File: src/rtl/byte_alu_pkg.sv
package byte_alu_pkg;
    typedef enum logic [2:0] {
        MD_PASS = 3'b000,
        MD_NAND = 3'b001,
        MD_PAS2 = 3'b010,
        MD_PAS3 = 3'b011,
        MD_ADD  = 3'b100,
        MD_SUB  = 3'b101,
        MD_SHL  = 3'b110,
        MD_SHR  = 3'b111
    } alu_mode_e;

    typedef enum logic {
        ST_IDLE = 1'b0,
        ST_RUN  = 1'b1
    } ctl_state_e;

    typedef enum logic [1:0] {
        FK_HOLD  = 2'd0,
        FK_TEST  = 2'd1,
        FK_SHIFT = 2'd2
    } flag_kind_e;
endpackage

File: src/rtl/byte_alu_core.sv
module byte_alu_core
    import byte_alu_pkg::*;
#(
    parameter int W = 8
) (
    input  logic [W-1:0] a,
    input  logic [W-1:0] b,
    input  alu_mode_e    md,
    output logic [W-1:0] y,
    output flag_kind_e   kind,
    output logic         shift_bit
);
    localparam int MSB = W - 1;

    always_comb begin
        y         = b;
        kind      = FK_HOLD;
        shift_bit = 1'b0;
        unique case (md)
            MD_ADD: begin y = a + b;    kind = FK_TEST; end
            MD_SUB: begin y = a - b;    kind = FK_TEST; end
            MD_NAND: begin y = ~(a & b); kind = FK_TEST; end
            MD_SHL: begin
                y = {a[MSB-1:0], 1'b0};
                kind = FK_SHIFT;
                shift_bit = a[MSB];
            end
            MD_SHR: begin
                y = {1'b0, a[MSB:1]};
                kind = FK_SHIFT;
                shift_bit = a[0];
            end
            MD_PASS, MD_PAS2, MD_PAS3: begin
                y = b;
                kind = FK_HOLD;
            end
            default: y = b;
        endcase
    end
endmodule

File: src/rtl/byte_alu_flags.sv
module byte_alu_flags
    import byte_alu_pkg::*;
#(
    parameter int W = 8
) (
    input  logic         clk,
    input  logic         rst,
    input  logic         load,
    input  flag_kind_e   kind,
    input  logic [W-1:0] y,
    input  logic         shift_bit,
    output logic         z_q,
    output logic         n_q
);
    ctl_state_e st_q, st_d;
    logic       upd;

    // state register
    always_ff @(posedge clk) begin
        if (rst) st_q <= ST_IDLE;
        else     st_q <= st_d;
    end

    // next state and output decode
    always_comb begin
        st_d = st_q;
        upd  = 1'b0;
        unique case (st_q)
            ST_IDLE: st_d = ST_RUN;            // WAKE
            ST_RUN: begin
                st_d = ST_RUN;                 // HOLD
                upd  = load;
            end
            default: st_d = ST_IDLE;
        endcase
    end

    always_ff @(posedge clk) begin
        if (rst) begin
            z_q <= 1'b0;
            n_q <= 1'b0;
        end else if (upd) begin
            unique case (kind)
                FK_TEST: begin
                    z_q <= (y == '0);
                    n_q <= y[W-1];
                end
                FK_SHIFT: z_q <= shift_bit;
                default: ;
            endcase
        end
    end


    hold_when_idle_chk: assert property (@(posedge clk) disable iff (rst)
        !load |=> $stable(z_q) && $stable(n_q));

    shift_keeps_n_chk: assert property (@(posedge clk) disable iff (rst)
        (kind == FK_SHIFT) |=> $stable(n_q));

    reset_clears_chk: assert property (@(posedge clk)
        rst |=> !z_q && !n_q);

    zero_matches_chk: assert property (@(posedge clk) disable iff (rst)
        (upd && kind == FK_TEST && y == '0) |=> z_q && !n_q);

    pass_holds_chk: assert property (@(posedge clk) disable iff (rst)
        (kind == FK_HOLD) |=> $stable(z_q) && $stable(n_q));
endmodule

File: src/rtl/byte_alu.sv
module byte_alu
    import byte_alu_pkg::*;
#(
    parameter int W = 8
) (
    input  logic         clk,
    input  logic         rst,
    input  logic [W-1:0] op_a,
    input  logic [W-1:0] op_b,
    input  logic [2:0]   mode,
    input  logic         flag_ld,
    output logic [W-1:0] result,
    output logic         z_flag,
    output logic         n_flag
);
    flag_kind_e kind_w;
    logic       sbit_w;

    byte_alu_core #(.W(W)) u_core (
        .a(op_a), .b(op_b), .md(alu_mode_e'(mode)),
        .y(result), .kind(kind_w), .shift_bit(sbit_w)
    );

    byte_alu_flags #(.W(W)) u_flags (
        .clk(clk), .rst(rst), .load(flag_ld), .kind(kind_w),
        .y(result), .shift_bit(sbit_w), .z_q(z_flag), .n_q(n_flag)
    );


    pass_through_chk: assert property (@(posedge clk) disable iff (rst)
        (mode == 3'b000) |-> result == op_b);
endmodule

File: config.mk
export PLATFORM = sky130hd
export DESIGN_NAME = byte_alu
export DESIGN_NICKNAME = d
export VERILOG_FILES = /design/src/rtl/byte_alu_pkg.sv /design/src/rtl/byte_alu_core.sv /design/src/rtl/byte_alu_flags.sv /design/src/rtl/byte_alu.sv
export SDC_FILE = /design/constraint.sdc
export NUM_CORES = 1
export LEC_CHECK = 0
export CORE_MARGIN = 2
export CORE_UTILIZATION = 46
export CTS_CLUSTER_SIZE = 25
export DETAILED_ROUTE_END_ITERATION = 8
export GPL_TIMING_DRIVEN = 0
export PLACE_DENSITY = 0.78
export SETUP_SLACK_MARGIN = 0.02
export SLEW_MARGIN = 20
export SYNTH_ARGS = -nofsm -noshare
export SYNTH_HDL_FRONTEND = slang
export SYNTH_SLANG_ARGS = --single-unit
export TNS_END_PERCENT = 5
File: constraint.sdc
create_clock -name clk -period 4 [get_ports clk]
set_input_delay 0.8 -clock clk [delete_from_list [all_inputs] [get_ports clk]]
set_output_delay 0.8 -clock clk [all_outputs]
set_load 0.02 [all_outputs]
# Word-level counts from Yosys, hierarchy flattened
# Cells that the tools add are included.
[word_totals]
ff_bits = 3
latch_bits = 0
ramBits = 0
rom_bits = 0
in_bits = 22
output_inout_bits = 10
word_cells = 30
n_memories = 0
[op_classes]
add_sub_neg = 2
mul = 0
div_mod_pow = 0
order_cmp = 0
eq_ne = 9
n_shift = 0
mux = 6
n_bitwise = 2
n_reduce_logical = 8
[op_table]
columns = ["cell", "count"]
rows = [
  ["8-bit case mux with 6 select lines", 1],
  ["3-bit equality test (second input constant)", 4],
  ["8-bit adder", 1],
  ["8-bit bitwise AND", 1],
  ["8-bit zero test", 1],
  ["8-bit inverter", 1],
  ["8-bit subtractor", 1],
  ["3-bit by 2-bit equality test with 1-bit output (second input constant)", 2],
  ["2-bit case mux with 3 select lines", 1],
  ["3-bit OR reduction", 2],
  ["1-bit case mux with 2 select lines", 2],
  ["2-bit AND reduction", 2],
  ["3-bit by 1-bit equality test with 1-bit output (second input constant)", 1],
  ["3-bit zero test", 1],
  ["2-bit by 1-bit equality test with 1-bit output (second input constant)", 1],
  ["2-bit equality test (second input constant)", 1],
  ["1-bit two-way mux", 2],
  ["2-bit nonzero test", 1],
  ["2-bit OR reduction", 1],
]

# Depth between registers and ports, before layout
# Gate-level depths: netlist (run 1).
[logic_depth]
depth_word = 6
ltp_mapped = 13
ltp_nobuf = 13

# Cells and area by module
# From an unflattened synthesis (run 1), not the netlist that was laid out.
[hier_totals]
cells_unflattened = 159
area_unflattened_um2 = 1042.2
[modules_own_cells]
columns = ["mod", "n_inst", "cells_per_inst", "area_per_inst_um2", "seq_area_each_um2"]
rows = [
  ["byte_alu_core", 1, 140, 875.8, 0.0],
  ["byte_alu_flags", 1, 19, 166.4, 60.1],
]

# Worst setup path before layout (run 1)
# Ideal clock, no wire load.
[synth_path]
kind = "input to output"
start = "input mode[0]"
end = "output result[4]"
arrival_ns = 2.915
setup_slack_ns = 0.285
cell_stages = 9
cell_sequence = "buf_6 -> clkbuf_1 -> nand2_1 -> a21o_1 -> fa_1 -> nand2b_1 -> a21oi_1 -> nor2_1 -> o31ai_1"
[synth_between]
elab_chain_cells = 3
[synth_lines]
columns = ["element", "line", "text"]
rows = [
  ["from (decl)", "byte_alu.sv:10", "input logic [2:0] mode,"],
  ["3-bit by 2-bit equality test with 1-bit output or 3-bit zero test (tied branches)", "byte_alu_core.sv:19", "unique case (md)"],
  ["3-bit OR reduction", "byte_alu_core.sv:19", ""],
  ["8-bit case mux with 6 select lines (*)", "byte_alu_core.sv:19", ""],
  ["to (decl)", "byte_alu.sv:12", "output logic [W-1:0] result,"],
]
# Mark *: on every way between the ends. The rest lies on a longest branch, timed or not.

# Worst setup path after layout (run 1)
[layout_path]
start = "input op_b[2]"
end = "output result[7]"
[layout_between]
elab_chain_cells = 2
[layout_lines]
columns = ["element", "line", "text"]
rows = [
  ["from (decl)", "byte_alu.sv:9", "input logic [W-1:0] op_b,"],
  ["8-bit subtractor or 8-bit adder (tied branches)", "byte_alu_core.sv:21, byte_alu_core.sv:20", ""],
  ["8-bit case mux with 6 select lines (*)", "byte_alu_core.sv:19", ""],
]
# Marked as above.

==> run metrics, run 1 <==
run status=finished, final reports clean; Ant. Diodes=0; number of global-route vias before repair=1209; pwr dens=220 nW/µm²; DR vias/cell=6.24; Worst Max-Slew Pin Slew=0.467 ns; fmax=258 MHz; Vias=1353; width of the chip=52.2 µm; Nets=222; CTS Hold Bufs=0; global route overflow=0; ys async rst share=0%; max-slew violations=0; Slew headroom=68.9%; Post-synth EDFFs=0; Synth top area share=10.6%; crit end category=primary output; largest stage delay on the critical path=0.35 ns; sequential-to-total area share from yosys stat=5.63%; Design Area, Final=1540 µm²; Worst VDD drop=145 µV; Setup violations, final=0; WP buf/inv=2; Tmin final=3.88 ns; first-pass GRT wire length=5.73 mm; cell taking the most area after synthesis=ha_1; Die H=52.2 µm; total CTS buffers=3; I/O Pins=32; Area contributors post-synth=ha_1, dfxtp_1, mux2i_1; Area Overhead vs Synth=44.5%; DR pass1 iterations=5; RSZ-0062 raised after global routing=no; Syn Area/Cell=7.16 µm²; worst path cell trace=dlygate4sd2_1 -> nor4_4 -> a21oi_1 -> xnor2_1 -> ha_1 -> a21oi_2 -> nand2_1 -> o21ai_2 -> xnor2_2 -> o221ai_2 -> buf_4; Placed Instance Area=1400 µm²; Initial Utilization=48.2%; tightest hold margin=0.507 ns; crit share post-route=97.1%; Crit path required time=3.20 ns; max_cap viols=0; Seq cells post-synth=3; Root Buffer=clkbuf_4; initial antenna violation count=0; skew final=0.00968 ns; largest net degree at the start of global routing=11; net count after synthesis=181; Slowest-stage cell, CP=ha_1; CTS max path bufs=2; gr usage total=28.0%; CP delay by family, top=compound AO/OA/AOI/OAI gates; H-Tree Depth=1; dpl hpwl=2.75 mm; Fin. Hold Viols=0; DIE AREA=2720 µm²; Routed Antenna Nets=0; nature of the critical path startpoint=primary input; Clock Latency Late Sink=0.26 ns; clk sinks=3; dpl ws=-1.21 ns; routability congestion estimate=0.872; Buffers on Ports=30; Pleak=0.717 nW; initial drt markers=43; Syn Inst Count=149; crit path kind=primary input to primary output; DRC viols=0; Yosys cell types=49; share of post-route cells with drive strength above 1=20.1%; synth warn=0; worst-path fanout max=6; Top FF cell, synth=dfxtp_1; TritonCTS clock tree=yes; Post-Syn Area=1070 µm²; Post-synth top cells=nor2_1, nand2_1, inv_1; clock slew at reported path FFs=0.04 ns; DR WL/cell=17.0 µm; most instantiated library cell after synthesis=nor2_1; Final Util=69.7%; Std-Cell Rows=17; Hold WC Path Type=flop to flop; total routed wirelength=3.69 mm; Final WS setup=0.118 ns; CP arrival=3.08 ns; core area=2210 µm²
==> sequential cells by signal (all words and copies together) (netlist names) <==
signal	cells
u_flags.z_q	1
u_flags.n_q	1
u_flags.st_q	1
==> layout make-up <==
type	count	area (µm²)
Buffer	6	46.3
Inverter	12	45.0
Multi-Input combinational cell	128	993
Tap cell	28	35.0
Fill cell	191	669
Timing Repair Buffer	36	337
Clock buffer	4	26.3
Sequential cell	3	60.1
==> repair_timing <==
item                                    4_1_cts  5_1_grt
endpoints found under the setup margin        8        6
cloned                                        0        0
buffers inserted                              3        3
endpoints found under the hold margin         0        0
resized for setup                            44       20
pin swaps                                     5        5
==> per-layer routing <==
layer  track usage [%]  share of wire, %  up-vias
met3              2.00               7.6        9
li1                  -                 -      641
met5                 0                 0        -
met1              35.4                40      633
met2              51.9                50       70
met4              5.56               2.0        0
==> placed cells by master (no fill, tap or decap), types with 2 or more instances in the layout <==
cell             netlist  layout
a21oi_1               11       8
xnor2_1                6       5
nor2_1                15      13
a211oi_1               3       3
a31o_1                 3       3
clkbuf_4               0       3
or3_1                  2       2
mux2i_1                6       6
o21ai_2                0       2
o21ai_1                1       4
o21ai_0               11       6
buf_4                  2      12
clkdlybuf4s50_1        0      15
dfxtp_1                3       3
xor2_1                 3       3
buf_6                  2       2
dlymetal6s2s_1         0       6
clkbuf_2               0       2
clkbuf_1               2       2
inv_1                 12      11
nand2b_1               4       4
o211a_1                2       2
nand2_1               13      13
a221oi_1               2       2
a31oi_1                2       2
dlygate4sd2_1          0       3
a21oi_2                0       2
nor3_1                 4       4
o31ai_2                0       2
ha_1                   9       9
==> path summary, 6_finish.rpt <==
check	from	end	slack, ns	cells past startpoint
max	op_b[2]	result[7]	0.12	11
min	u_flags.n_q	u_flags.n_q	0.51	1
max reg2reg	u_flags.st_q	u_flags.z_q	2.50	5
min reg2reg	u_flags.n_q	u_flags.n_q	0.51	1
==> report_power, final <==
part	internal, mW	switching (mW)	total [mW]
logic	0.110	0.136	0.246
clock network	0.0379	0.0228	0.0607
registers	0.0313	0.000669	0.0319
==> per-stage QoR <==
| step | setup TNS, ns | instances | total power, mW |
|---|---|---|---|
| final | 0 | 217 | 0.339 |
| after CTS | -0.347 | 214 | 0.319 |
| after detailed placement | -6.46 | 207 | 0.250 |
| after global routing | 0 | 217 | 0.361 |
| after floorplan | 0 | 149 | 0.169 |
| after global placement | -5.83 | 207 | 0.244 |
==> cell families (layout without fill, tap and decap cells) <==
group | Yosys count | in the layout | share of synthesized area (%)
AOI/OAI and AO/OA | 54 | 54 | 36.3
adders and majority gates | 10 | 10 | 12.4
DFF | 3 | 3 | 5.63
muxes | 7 | 7 | 7.03
and+or+nand+nor | 48 | 48 | 22.7
xor gates and xnor gates | 9 | 9 | 7.39
buffers and inverters | 18 | 58 | 8.44
Power figures use the tool's default switching activity.
==> run 2: changes to the inputs <==
--- a/config.mk
+++ b/config.mk
@@ -6,11 +6,11 @@
 export NUM_CORES = 1
 export LEC_CHECK = 0
 export CORE_MARGIN = 2
-export CORE_UTILIZATION = 46
+export CORE_UTILIZATION = 40
 export CTS_CLUSTER_SIZE = 25
 export DETAILED_ROUTE_END_ITERATION = 8
 export GPL_TIMING_DRIVEN = 0
-export PLACE_DENSITY = 0.78
+export PLACE_DENSITY = 0.7
 export SETUP_SLACK_MARGIN = 0.02
 export SLEW_MARGIN = 20
 export SYNTH_ARGS = -nofsm -noshare
==> run 2 against run 1 <==
  * Clock skew decreased by 0.0054 ns
  * Sequential power about the same
  * Final cell count up 2.8%
  * First-iteration DRC count decreased by 19%
  * Via count decreased by 2.7%
  * Critical path depth unchanged
  * Routed wire length down 4.9%
  * Total power is 1.7% higher
  * Clock-buffer cell count unchanged
  * Largest power group unchanged
  * Critical path type unchanged
==> run metrics, run 2 (synthesized netlist as in run 1, its figures left out) <==
Fin. Hold Viols=0 (unchanged); crit path kind=primary input to primary output; Crit path required time=3.20 ns (about the same); number of global-route vias before repair=1282 (+6.0%); Vias=1317 (-2.7%); worst-path fanout max=6 (unchanged); initial drt markers=35 (-19%); crit end category=primary output; initial antenna violation count=0 (unchanged); clock slew at reported path FFs=0.04 ns (about the same); Area Overhead vs Synth=49.1%; DR vias/cell=5.91 (-5.3%); crit share post-route=96.9% (-0.14 points); Initial Utilization=42.7% (-5.6 points); Setup violations, final=0 (unchanged); largest registers=u_flags.n_q: 1 flops, u_flags.st_q: 1 flops, u_flags.z_q: 1 flops; TritonCTS clock tree=yes; Nets=226 (+1.8%); max-slew violations=0 (unchanged); width of the chip=55.7 µm (+6.7%); fmax=258 MHz (+0.15%); Final WS setup=0.123 ns (+0.00564 ns); Slew headroom=69.2% (+0.33 points); global route overflow=0 (unchanged); Ant. Diodes=0 (unchanged); Routed Antenna Nets=0 (unchanged); Die H=55.7 µm (+6.7%); run status=finished, final reports clean; total CTS buffers=3 (unchanged); Worst Max-Slew Pin Slew=0.462 ns (-0.00492 ns); DR WL/cell=15.7 µm (-7.4%); nature of the critical path startpoint=primary input; Clock Latency Late Sink=0.24 ns (-0.02 ns); Hold WC Path Type=flop to flop; DIE AREA=3100 µm² (+14%); gr usage total=23.2% (-4.8 points); Root Buffer=clkbuf_4; DRC viols=0 (unchanged); RSZ-0062 raised after global routing=yes; core area=2500 µm² (+13%); skew final=0.00424 ns (-0.00544 ns); dpl ws=-1.16 ns (+0.0503 ns); reg2reg path depth=5 (unchanged); Pleak=0.740 nW (+3.2%); first-pass GRT wire length=5.91 mm (+3.0%); Worst VDD drop=223 µV (+54%); routability congestion estimate=0.823 (-5.6%); dpl hpwl=2.70 mm (-1.6%); CP arrival=3.08 ns (about the same); clk sinks=3 (unchanged); most frequent cells in the layout=buf_4, clkdlybuf4s50_1, nor2_1; DR pass1 iterations=5 (unchanged); tightest hold margin=0.523 ns (+0.0161 ns); I/O Pins=32 (unchanged); Std-Cell Rows=18 (+1); Buffers on Ports=30 (unchanged); pwr dens=217 nW/µm² (-1.4%); H-Tree Depth=1 (unchanged); max_cap viols=0 (unchanged); Tmin final=3.88 ns (-0.00564 ns); Hold Path Stages=1 (unchanged); share of post-route cells with drive strength above 1=22.3% (+2.2 points); CTS Hold Bufs=0 (unchanged); total routed wirelength=3.51 mm (-4.9%); largest net degree at the start of global routing=11 (unchanged); CTS max path bufs=2 (unchanged); TNS Setup=0 ns (unchanged)
run 2: cell types whose count changed in the layout (fill, tap and decap cells not counted), sizes merged:
cell         previous run  this run
buf                    15        20
clkbuf                  7         5
dlygate4sd2             3         4
run 2: through the flow:
step	instance area [µm²]	utilization (%)	instances	power (mW)
after floorplan	1070	-	149	0.169
after global placement	1410	56.2	209	0.246
after detailed placement	1410	56.2	209	0.250
after CTS	1520	60.6	220	0.328
after global routing	1590	63.7	223	0.375
final	1590	63.7	223	0.345
run 2: report_power, final:
part           leakage (nW)  internal [mW]  switching (mW)  total (mW)
Combinational         0.700          0.120           0.137       0.257
Sequential           0.0247         0.0313        0.000581      0.0319
Clock                0.0150         0.0376          0.0188      0.0564
run 2: layer usage:
metal / wire [µm] / up-vias / global-route usage, %
met2: 1720 / 41 / 38.8
met3: 194 / 4 / 4.88
met5: 0 / - / 0
met1: 1560 / 621 / 30.2
met4: 44 / 0 / 5.92
li1: - / 651 / -
run 2: what timing repair did:
action / in CTS / in global routing
resized for setup: 45 / 16
pin swaps: 6 / 10
setup buffers: 7 / 4
endpoints found under the hold margin: 0 / 0
endpoints found under the setup margin: 8 / 6
run 2: worst paths after layout:
path                 endpoint          from  slack (ns)
setup / recovery    result[4]       op_b[0]        0.12
hold / removal    u_flags.n_q   u_flags.n_q        0.52
setup reg to reg  u_flags.z_q  u_flags.st_q        2.58
hold reg to reg   u_flags.n_q   u_flags.n_q        0.52
run 2: final cells by class:
cell class	count	area, µm²
Multi-Input combinational cell	128	1000
Fill cell	242	908
Timing Repair Buffer	41	375
Sequential cell	3	60.1
Buffer	5	45.0
Inverter	12	45.0
Tap cell	30	37.5
Clock buffer	4	26.3
run 2: worst max-delay path: stages:
cell and delay [ns]:
dlygate4sd2_1 0.32, inv_1 0.09, ha_1 0.29, a21o_1 0.16, buf_4 0.13, fa_1 0.41, nand2b_1 0.19, a21oi_1 0.14
nor2_1 0.07, o31ai_2 0.24, buf_2 0.22
